File: src/rtl/dma3d_pkg.sv
package dma3d_pkg;

    localparam int ADDR_W    = 32;
    localparam int WORD_W    = 32;
    localparam int CNT_W     = 16;
    localparam int CODE_W    = 6;
    localparam int SET_WORDS = 8;
    localparam int WSEL_W    = $clog2(SET_WORDS);

    localparam logic [CNT_W-1:0] LINK_NONE = 16'hFFFF;

    // word positions inside one parameter entry
    localparam int WI_SRC  = 0;
    localparam int WI_DST  = 1;
    localparam int WI_CNT  = 2;
    localparam int WI_CCNT = 3;
    localparam int WI_BIDX = 4;
    localparam int WI_CIDX = 5;
    localparam int WI_LINK = 6;
    localparam int WI_OPT  = 7;

    // option word bit positions
    localparam int OB_AB     = 0;
    localparam int OB_STATIC = 1;
    localparam int OB_IRQ    = 2;
    localparam int OB_CHAIN  = 3;
    localparam int OB_CODE   = 4;

    typedef logic [SET_WORDS-1:0][WORD_W-1:0] set_words_t;

    typedef struct packed {
        logic [ADDR_W-1:0] src;
        logic [ADDR_W-1:0] dst;
        logic [CNT_W-1:0]  acnt;
        logic [CNT_W-1:0]  bcnt;
        logic [CNT_W-1:0]  ccnt;
        logic [CNT_W-1:0]  bidx_src;
        logic [CNT_W-1:0]  bidx_dst;
        logic [CNT_W-1:0]  cidx_src;
        logic [CNT_W-1:0]  cidx_dst;
        logic [CNT_W-1:0]  brld;
        logic [CNT_W-1:0]  link;
        logic              ab;
        logic              stat;
        logic              irq_en;
        logic              chain_en;
        logic [CODE_W-1:0] code;
    } pset_t;

    typedef struct packed {
        logic [ADDR_W-1:0] src;
        logic [ADDR_W-1:0] dst;
        logic [ADDR_W-1:0] fsrc;
        logic [ADDR_W-1:0] fdst;
        logic [CNT_W-1:0]  bleft;
        logic [CNT_W-1:0]  cleft;
    } cursor_t;

    typedef enum logic [1:0] {
        ST_IDLE  = 2'd0,
        ST_BURST = 2'd1,
        ST_LOAD  = 2'd2
    } gen_st_e;

    function automatic logic [ADDR_W-1:0] add_idx(input logic [ADDR_W-1:0] base,
                                                  input logic [CNT_W-1:0]  idx);
        return base + {{(ADDR_W-CNT_W){idx[CNT_W-1]}}, idx};
    endfunction

    function automatic pset_t decode_set(input set_words_t w);
        pset_t s;
        s.src      = w[WI_SRC];
        s.dst      = w[WI_DST];
        s.acnt     = w[WI_CNT][15:0];
        s.bcnt     = w[WI_CNT][31:16];
        s.ccnt     = w[WI_CCNT][15:0];
        s.bidx_src = w[WI_BIDX][15:0];
        s.bidx_dst = w[WI_BIDX][31:16];
        s.cidx_src = w[WI_CIDX][15:0];
        s.cidx_dst = w[WI_CIDX][31:16];
        s.brld     = w[WI_LINK][31:16];
        s.link     = w[WI_LINK][15:0];
        s.ab       = w[WI_OPT][OB_AB];
        s.stat     = w[WI_OPT][OB_STATIC];
        s.irq_en   = w[WI_OPT][OB_IRQ];
        s.chain_en = w[WI_OPT][OB_CHAIN];
        s.code     = w[WI_OPT][OB_CODE +: CODE_W];
        return s;
    endfunction

    function automatic cursor_t first_cursor(input pset_t s);
        cursor_t c;
        c.src   = s.src;
        c.dst   = s.dst;
        c.fsrc  = s.src;
        c.fdst  = s.dst;
        c.bleft = s.bcnt;
        c.cleft = s.ccnt;
        return c;
    endfunction

endpackage

File: src/rtl/dma3d_pset_mem.sv
module dma3d_pset_mem
    import dma3d_pkg::*;
#(
    parameter int N_ENTRIES = 8,
    parameter int IDX_W     = 3
) (
    input  logic             clk,
    input  logic             rst_n,
    input  logic             wr_en,
    input  logic [IDX_W-1:0] wr_entry,
    input  logic [WSEL_W-1:0] wr_word,
    input  logic [WORD_W-1:0] wr_data,
    input  logic [IDX_W-1:0] rd_entry,
    output set_words_t       rd_words
);

    set_words_t ent_w [N_ENTRIES];

    generate
        for (genvar e = 0; e < N_ENTRIES; e++) begin : g_ent
            set_words_t words_q;

            always_ff @(posedge clk or negedge rst_n) begin
                if (!rst_n) begin
                    words_q <= '0;
                end else if (wr_en && (wr_entry == IDX_W'(e))) begin
                    words_q[wr_word] <= wr_data;
                end
            end

            assign ent_w[e] = words_q;
        end
    endgenerate

    assign rd_words = ent_w[rd_entry];

endmodule

File: src/rtl/dma3d_step.sv
module dma3d_step
    import dma3d_pkg::*;
(
    input  pset_t   cfg,
    input  cursor_t cur,
    output cursor_t nxt,
    output logic    arr_last,
    output logic    frm_last
);

    logic [ADDR_W-1:0] base_src;
    logic [ADDR_W-1:0] base_dst;

    always_comb begin
        arr_last = (cur.bleft <= 16'd1);
        frm_last = (cur.cleft <= 16'd1);
        // frame base: frame start when the whole frame moves per event,
        // otherwise the start of the array just issued
        base_src = cfg.ab ? cur.fsrc : cur.src;
        base_dst = cfg.ab ? cur.fdst : cur.dst;
        nxt      = cur;
        if (!arr_last) begin
            nxt.src   = add_idx(cur.src, cfg.bidx_src);
            nxt.dst   = add_idx(cur.dst, cfg.bidx_dst);
            nxt.bleft = cur.bleft - 16'd1;
        end else begin
            nxt.src   = add_idx(base_src, cfg.cidx_src);
            nxt.dst   = add_idx(base_dst, cfg.cidx_dst);
            nxt.fsrc  = add_idx(base_src, cfg.cidx_src);
            nxt.fdst  = add_idx(base_dst, cfg.cidx_dst);
            nxt.bleft = cfg.brld;
            nxt.cleft = cur.cleft - 16'd1;
        end
    end

endmodule

File: src/rtl/dma3d_agen.sv
module dma3d_agen
    import dma3d_pkg::*;
#(
    parameter int N_ENTRIES = 8,
    parameter int IDX_W     = $clog2(N_ENTRIES)
) (
    input  logic             clk,
    input  logic             rst_n,
    input  logic             cfg_we,
    input  logic [IDX_W-1:0] cfg_entry,
    input  logic [2:0]       cfg_word,
    input  logic [31:0]      cfg_wdata,
    input  logic             act_start,
    input  logic [IDX_W-1:0] act_entry,
    input  logic             sync_evt,
    output logic             req_valid,
    output logic [31:0]      req_src,
    output logic [31:0]      req_dst,
    output logic [15:0]      req_len,
    output logic             done_irq,
    output logic             done_chain,
    output logic [5:0]       done_code,
    output logic             busy
);

    typedef struct packed {
        gen_st_e           st;
        pset_t             set;
        cursor_t           com;
        cursor_t           wrk;
        logic [IDX_W-1:0]  ld_idx;
        logic              rv;
        logic [ADDR_W-1:0] rsrc;
        logic [ADDR_W-1:0] rdst;
        logic [CNT_W-1:0]  rlen;
        logic              irq;
        logic              chn;
        logic [CODE_W-1:0] code;
    } regs_t;

    regs_t      r_d, r_q;
    set_words_t mem_words;
    pset_t      ld_set;
    cursor_t    cur;
    cursor_t    nxt;
    logic       arr_last;
    logic       frm_last;
    logic       set_null;
    logic       unit_end;
    logic       set_end;

    dma3d_pset_mem #(
        .N_ENTRIES (N_ENTRIES),
        .IDX_W     (IDX_W)
    ) u_mem (
        .clk      (clk),
        .rst_n    (rst_n),
        .wr_en    (cfg_we),
        .wr_entry (cfg_entry),
        .wr_word  (cfg_word),
        .wr_data  (cfg_wdata),
        .rd_entry (r_q.ld_idx),
        .rd_words (mem_words)
    );

    assign ld_set = decode_set(mem_words);
    assign cur    = (r_q.st == ST_BURST) ? r_q.wrk : r_q.com;

    dma3d_step u_step (
        .cfg      (r_q.set),
        .cur      (cur),
        .nxt      (nxt),
        .arr_last (arr_last),
        .frm_last (frm_last)
    );

    assign set_null = (r_q.com.cleft == '0) || (r_q.com.bleft == '0) || (r_q.set.acnt == '0);
    assign unit_end = !r_q.set.ab || arr_last;
    assign set_end  = arr_last && frm_last;

    always_comb begin
        r_d     = r_q;
        r_d.rv  = 1'b0;
        r_d.irq = 1'b0;
        r_d.chn = 1'b0;
        unique case (r_q.st)
            ST_LOAD: begin
                r_d.set = ld_set;
                r_d.com = first_cursor(ld_set);
                r_d.st  = ST_IDLE;
            end
            ST_IDLE, ST_BURST: begin
                if ((r_q.st == ST_IDLE) && act_start) begin
                    r_d.ld_idx = act_entry;
                    r_d.st     = ST_LOAD;
                end else if ((r_q.st == ST_BURST) || (sync_evt && !set_null)) begin
                    r_d.rv   = 1'b1;
                    r_d.rsrc = cur.src;
                    r_d.rdst = cur.dst;
                    r_d.rlen = r_q.set.acnt;
                    if (!unit_end) begin
                        r_d.wrk = nxt;
                        r_d.st  = ST_BURST;
                    end else begin
                        r_d.st = ST_IDLE;
                        if (!r_q.set.stat) begin
                            r_d.com = nxt;
                        end
                        if (set_end) begin
                            r_d.chn = r_q.set.chain_en;
                            r_d.irq = r_q.set.irq_en && !r_q.set.chain_en;
                            if (r_q.set.chain_en || r_q.set.irq_en) begin
                                r_d.code = r_q.set.code;
                            end
                            if (!r_q.set.stat && (r_q.set.link != LINK_NONE)) begin
                                r_d.ld_idx = r_q.set.link[IDX_W-1:0];
                                r_d.st     = ST_LOAD;
                            end
                        end
                    end
                end
            end
            default: r_d.st = ST_IDLE;
        endcase
    end

    always_ff @(posedge clk or negedge rst_n) begin
        if (!rst_n) begin
            r_q    <= '0;
            r_q.st <= ST_IDLE;
        end else begin
            r_q <= r_d;
        end
    end

    assign req_valid  = r_q.rv;
    assign req_src    = r_q.rsrc;
    assign req_dst    = r_q.rdst;
    assign req_len    = r_q.rlen;
    assign done_irq   = r_q.irq;
    assign done_chain = r_q.chn;
    assign done_code  = r_q.code;
    assign busy       = (r_q.st != ST_IDLE);

    AST_REQ_LEN_NONZERO: assert property (@(posedge clk) disable iff (!rst_n)
        r_q.rv |-> (r_q.rlen != '0));

    AST_BURST_FLOWS: assert property (@(posedge clk) disable iff (!rst_n)
        (r_q.st == ST_BURST) |=> r_q.rv);

    AST_DONE_SINGLE: assert property (@(posedge clk) disable iff (!rst_n)
        !(r_q.irq && r_q.chn));

    AST_DONE_WITH_REQ: assert property (@(posedge clk) disable iff (!rst_n)
        (r_q.irq || r_q.chn) |-> r_q.rv);

    AST_LOAD_DEAF: assert property (@(posedge clk) disable iff (!rst_n)
        (r_q.st == ST_LOAD) |=> !r_q.rv);

    AST_NULL_SET_QUIET: assert property (@(posedge clk) disable iff (!rst_n)
        ((r_q.st == ST_IDLE) && set_null) |=> !r_q.rv);

    AST_STATIC_FROZEN: assert property (@(posedge clk) disable iff (!rst_n)
        ((r_q.st != ST_LOAD) && r_q.set.stat) |=> $stable(r_q.com));

    AST_START_WINS: assert property (@(posedge clk) disable iff (!rst_n)
        ((r_q.st == ST_IDLE) && act_start) |=> ((r_q.st == ST_LOAD) && !r_q.rv));

endmodule

File: config.mk
export PLATFORM = sky130hd
export DESIGN_NAME = dma3d_agen
export DESIGN_NICKNAME = d
export VERILOG_FILES = /design/src/rtl/dma3d_pkg.sv /design/src/rtl/dma3d_pset_mem.sv /design/src/rtl/dma3d_step.sv /design/src/rtl/dma3d_agen.sv
export SDC_FILE = /design/constraint.sdc
export NUM_CORES = 2
export LEC_CHECK = 0
export CAP_MARGIN = 5
export CORE_AREA = 5 5 610 612
export DETAILED_ROUTE_END_ITERATION = 10
export DIE_AREA = 0 0 615 617
export DONT_BUFFER_PORTS = 1
export HOLD_SLACK_MARGIN = 0.08
export PLACE_DENSITY = 0.49
export SLEW_MARGIN = 20
export SYNTH_ARGS = -nofsm -noshare
export SYNTH_HDL_FRONTEND = slang
export SYNTH_SLANG_ARGS = --single-unit
File: constraint.sdc
create_clock -name clk -period 5.4 [get_ports clk]
set_clock_uncertainty 0.15 [all_clocks]
set_input_delay 1.08 -clock clk [delete_from_list [all_inputs] [get_ports clk]]
set_output_delay 1.08 -clock clk [all_outputs]
set_load 0.05 [all_outputs]
; ---- Yosys cells after proc, flatten, opt, wreduce, memory -nomap -nowiden
; Index checks and enable logic that the tools add are counted.
[op_classes]
n_addsub = 6
n_lt_le_gt_ge = 5
eq_ne = 15
muxes = 41
bitwise = 3
n_reduce_logical = 40
[ops]
columns = op, count
row1 = 256-bit bitwise mux, 8
row2 = 256-bit binary-select mux with 3-bit select, 1
row3 = 160-bit 2-to-1 mux, 4
row4 = 234-bit 2-to-1 mux, 2
row5 = 412-bit 2-to-1 mux, 1
row6 = 320-bit 2-to-1 mux, 1
row7 = 160-bit case mux with 2 select lines, 1
row8 = 89-bit 2-to-1 mux, 2
row9 = 32-bit adder, 4
row10 = 64-bit 2-to-1 mux, 2
row11 = 32-bit demux with 3-bit select, 1
row12 = 32-bit 2-to-1 mux, 3
row13 = 16-bit logical NOT, 3
row14 = "16-bit by 1-bit less-or-equal comparator with 1-bit output, second input constant", 2
row15 = 16-bit 2-to-1 mux, 2
row16 = "16-bit by 1-bit subtractor with 16-bit output, second input constant", 2
row17 = 8-bit 2-to-1 mux, 2
row18 = "16-bit inequality test, second input constant", 1
row19 = 1-bit logical AND, 14
row20 = "3-bit equality test, second input constant", 4
row21 = 2-bit 2-to-1 mux, 6
row22 = 3-bit 2-to-1 mux, 4
row23 = 2-bit nonzero test, 6
row24 = 5-bit AND reduction, 2
row25 = 20 further kinds, 32
[word_totals]
regBits = 2584
input_bits = 46
out_inout_bits = 90
wordCells = 207

; ---- Depth between registers and ports, before layout
[depth]
word_depth = 10
mapped_depth = 24
mapped_depth_nobuf = 18

; ---- Cells and area by module
; From an unflattened synthesis, not the netlist that was laid out.
[hier_totals]
cells_unflattened = 9495
area_unflattened_um2 = 130014.7
[modules_own_cells]
columns = mod, instances, cells_per_inst, area_per_inst_um2, seq_area_each_um2
row1 = dma3d_pset_mem, 1, 5517, 92764.0, 51249.2
row2 = dma3d_agen, 1, 2664, 28548.6, 15815.2
row3 = dma3d_step, 1, 1314, 8702.1, 0.0

; ---- Least setup slack after synthesis
; OpenSTA, ideal clock, no wires.
[synth_path]
path_kind = reg-to-reg
from = reg r_q[630] in the netlist's numbering
to = reg r_q[346] in the netlist's numbering
setup_time_ns = 0.126
arrival_time_ns = 5.062
path_slack_ns = 0.062
stages_incl_launch_ff = 25
n_path_buf = 6
period_less_slack_ns = 5.338
path_cell_list = dfrtp_1 -> nor2b_4 -> buf_4 -> buf_2 -> buf_2 -> buf_2 -> clkbuf_1 -> clkbuf_1 -> nand2_1 -> nand2_1 -> nor2_1 -> a21oi_1 -> ha_1 -> inv_1 -> fa_1 -> nand2b_1 -> a211oi_1 -> nor3_1 -> o311ai_0 -> a31oi_1 -> nor4b_1 -> a211oi_1 -> xnor2_1 -> o22ai_1 -> a221o_1
[synth_lines]
columns = element, line_no
row1 = "start, declared", dma3d_agen.sv:41  ; regs_t r_d, r_q;
row2 = "start signal, assigned", dma3d_agen.sv:132  ; r_q <= r_d;

==> impl_metrics.ini <==
[clocking]
root_buffer = clkbuf_16
cts_made_buffers = 245
ctsResizeCount = 0
cts.sinks = 2280
cts_setup_buffers = 0
clock_latency_ns = 0.95
htreeDepth = 4
cts_tree = done
path_clk_slew_ns = 0.06
cts_buffer_depth = 4

[synth]
yosys.area_share.xor_xnor_pct = 1.13
yosys_warnings = 0
synth_nets = 8663
syn-cell-area_um2 = 109000
syn_avg_cell_area_um2 = 12.9
synth_edf_count = 0
synthMuxAreaShare_pct = 30.5
async_flop_share_pct = 100
synthAdderAreaFrac_pct = 1.61
synth-compound-area-share_pct = 5.46
ys_types = 76
synth-seq-cells = 2280
ys_seq_area_share_pct = 52.2
synth_top_family_by_area = multiplexers
postSynthCellCount = 8479
synth_ff_type = dfrtp_1
synth-simple-area-share_pct = 6.03

[setup_path]
critPathBufInv = 1
slowest_delay_ns = 0.59
critPathCaptureType = flop
worstPathArrival_ns = 5.76
path_cells = nor2b_4 > nand2_1 > nand2_1 > nor2_1 > a21oi_1 > ha_1 > inv_1 > fa_1 > nand2b_1 > a211oi_1 > nor3_1 > o311ai_0 > a31oi_1 > nor4b_1 > a211oi_1 > xnor2_1 > o22ai_1 > a221o_1
critPathLaunch = r_q[631]
critPathSlowestCell = o311ai_0
crit_family = compound AO/OA/AOI/OAI gates
crit_fanout = 7
criticalPathCategory = reg -> reg
r2r_slack_ns = 0.29
r2r_start = r_q[631]
critPathRequiredTime_ns = 6.05
start_kind = flop

[sta]
worst_pin_slew_ns = 1.15
slew_headroom_pct = 23.3
timing.fmax_mhz = 196
hold_viol = 0
holdWs_ns = 0.122
rsz0062_at_grt = no
setup_viol = 0
drv_slew = 0
period_share_pct = 94.6
fin_crit_ns = 5.11

[cells_and_area]
multiInputGateArea_um2 = 49300
finalNetCount = 8359
final_util_pct = 33.7
drive_gt1_share_pct = 35.6
mostFrequentLayoutCell = dfrtp_1
syn_to_final_growth_pct = 13.0
seq_area_um2 = 57100
fill_cells = 35600
layout_common_cells = 2,274 x dfrtp_1, 1,873 x mux2_2, 962 x nand2_1

[power_and_ir_drop]
leakagePower_nw = 56.3
fin_total_pwr_w = 0.0561
peakVddDrop_v = 0.000301
power_density_nw_per_um2 = 454

[place]
port_buffers = 0
place_congestion = 0.858
hpwl_um = 201000

[drt]
vias = 68300
viasPerCell = 5.16
drt_iter0_markers = 4462
drcViolationCount = 0
wl_per_cell_um = 25.0
detail_route.first_pass.iterations = 7
ant_nets = 0
wl_um = 331000

[floorplanning]
core-area_um2 = 367000
dieArea_um2 = 379000
die_width_um = 615
rows = 223
initial_core_util_pct = 29.8
die_h_um = 617
ios = 136

[global_route]
grt_pass1_vias = 72600
antenna_found_initial = 25
grt_pass1_wl_um = 495000
globalRouteOverflowTotal = 0
track_usage_pct = 17.1
grt_max_degree = 232

[run_status]
outcome = finished, final reports clean

[job]
drv_cap = 0

[hold_path]
hp-class = in -> async
worst reg2reg max path, delay by kind of cell, from the launching register on:
| family | cells | cell delay [ns] |
|---|---|---|
| xor gates and xnor gates | 1 | 0.15 |
| AOI/OAI and AO/OA | 7 | 2.08 |
| adders and majority gates | 2 | 0.61 |
| DFF | 1 | 0.49 |
| buffers and inverters | 1 | 0.08 |
| and+or+nand+nor | 7 | 1.43 |
cells by family (layout without fill, tap and decap cells):
| kind of cell | count (synthesis) | after routing |
|---|---|---|
| multiplexers | 2556 | 2556 |
| AO/OA/AOI/OAI | 957 | 957 |
| XOR/XNOR | 141 | 141 |
| flip-flops | 2280 | 2280 |
| buffers and inverters | 808 | 708 |
| adder cells (fa/ha/maj) | 138 | 138 |
| AND/OR/NAND/NOR | 1599 | 1599 |
| other | 0 | 11 |
what timing repair did:
action                                  CTS  global route
endpoints found under the hold margin   193           122
endpoints found under the setup margin    0           150
hold buffers                             16             2
area by class of cell:
class	instances	area share, %
Antenna cell	11	0.0223
Clock buffer	370	5.90
Clock inverter	81	0.876
Inverter	46	0.145
Multi-Input combinational cell	5391	39.9
Sequential cell	2280	46.2
Tap cell	4837	4.90
Timing Repair Buffer	211	2.05
sequential cells by signal, indices dropped and copies added (netlist names):
register     count
done_chain       1
done_code        6
done_irq         1
r_q            447
req_dst         32
req_len         16
req_src         32
req_valid        1
u_mem.ent_w   1744
report_power, final:
| group | leakage [nW] | internal (W) | switching (W) |
|---|---|---|---|
| sequential | 30.2 | 0.0203 | 0.00329 |
| clock | 4.12 | 0.0103 | 0.00726 |
| combinational | 22.0 | 0.00675 | 0.00824 |
| total | 56.3 | 0.0373 | 0.0188 |
Yosys cell counts (15+ instances only):
cell type  number  area (um^2)
nand3_1        39          195
mux2i_1       246         2460
mux2_2       1873        21100
nand2b_1       15         93.8
nand2_1       980         3680
a211oi_1       19          143
nor2b_1        23          144
o21a_1         30          225
nor2_1        378         1420
ha_1          134         1680
o22a_1         16          140
a221o_1        32          320
o21ai_0       314         1570
xnor2_1        94          823
and3_1         17          106
nand4_1        28          175
o211ai_1       34          255
clkbuf_1      529         1990
buf_4          87          653
a221oi_1       29          254
xor2_1         47          412
nor3_1         45          225
mux4_2        436         9820
a21oi_1       224         1120
dfrtp_1      2280        57100
inv_1          44          165
a21boi_0       15          113
o22ai_1        16          100
a31oi_1        47          294
buf_1         135          507
o31ai_1        16          120
o21bai_1       22          165
a21o_1         70          526
final timing paths:
| check | to | cells past startpoint |
|---|---|---|
| worst min register to register | r_q[196] | 2 |
| worst max-delay path | r_q[410] | 18 |
| min in group clk | u_mem.ent_w[461] | 1 |
| worst min-delay path | u_mem.ent_w[1337] | 2 |
| max in group asynchronous | u_mem.ent_w[1488] | 9 |
| worst max register to register | r_q[410] | 18 |
per-stage QoR:
stage          instance area, um^2  setup slack [ns]  instances  setup TNS, ns
2_1_floorplan               109000            0.0617       8479              0
3_3_place_gp                115000            -0.256      12700         -24.74
3_5_place_dp                115000            -0.487      12700         -73.85
4_1_cts                     123000             0.367      13200              0
5_1_grt                     124000           0.00959      13200              0
6_report                    124000             0.290      13200              0
routing by layer:
layer	vias up	routed length [um]	global-route usage, %
li1	29900	-	-
met1	36700	147000	23.2
met2	1392	160000	28.9
met3	391	15300	2.41
met4	2	8160	4.05
met5	-	13	0
Note: power is estimated with default switching activity, not from simulation.
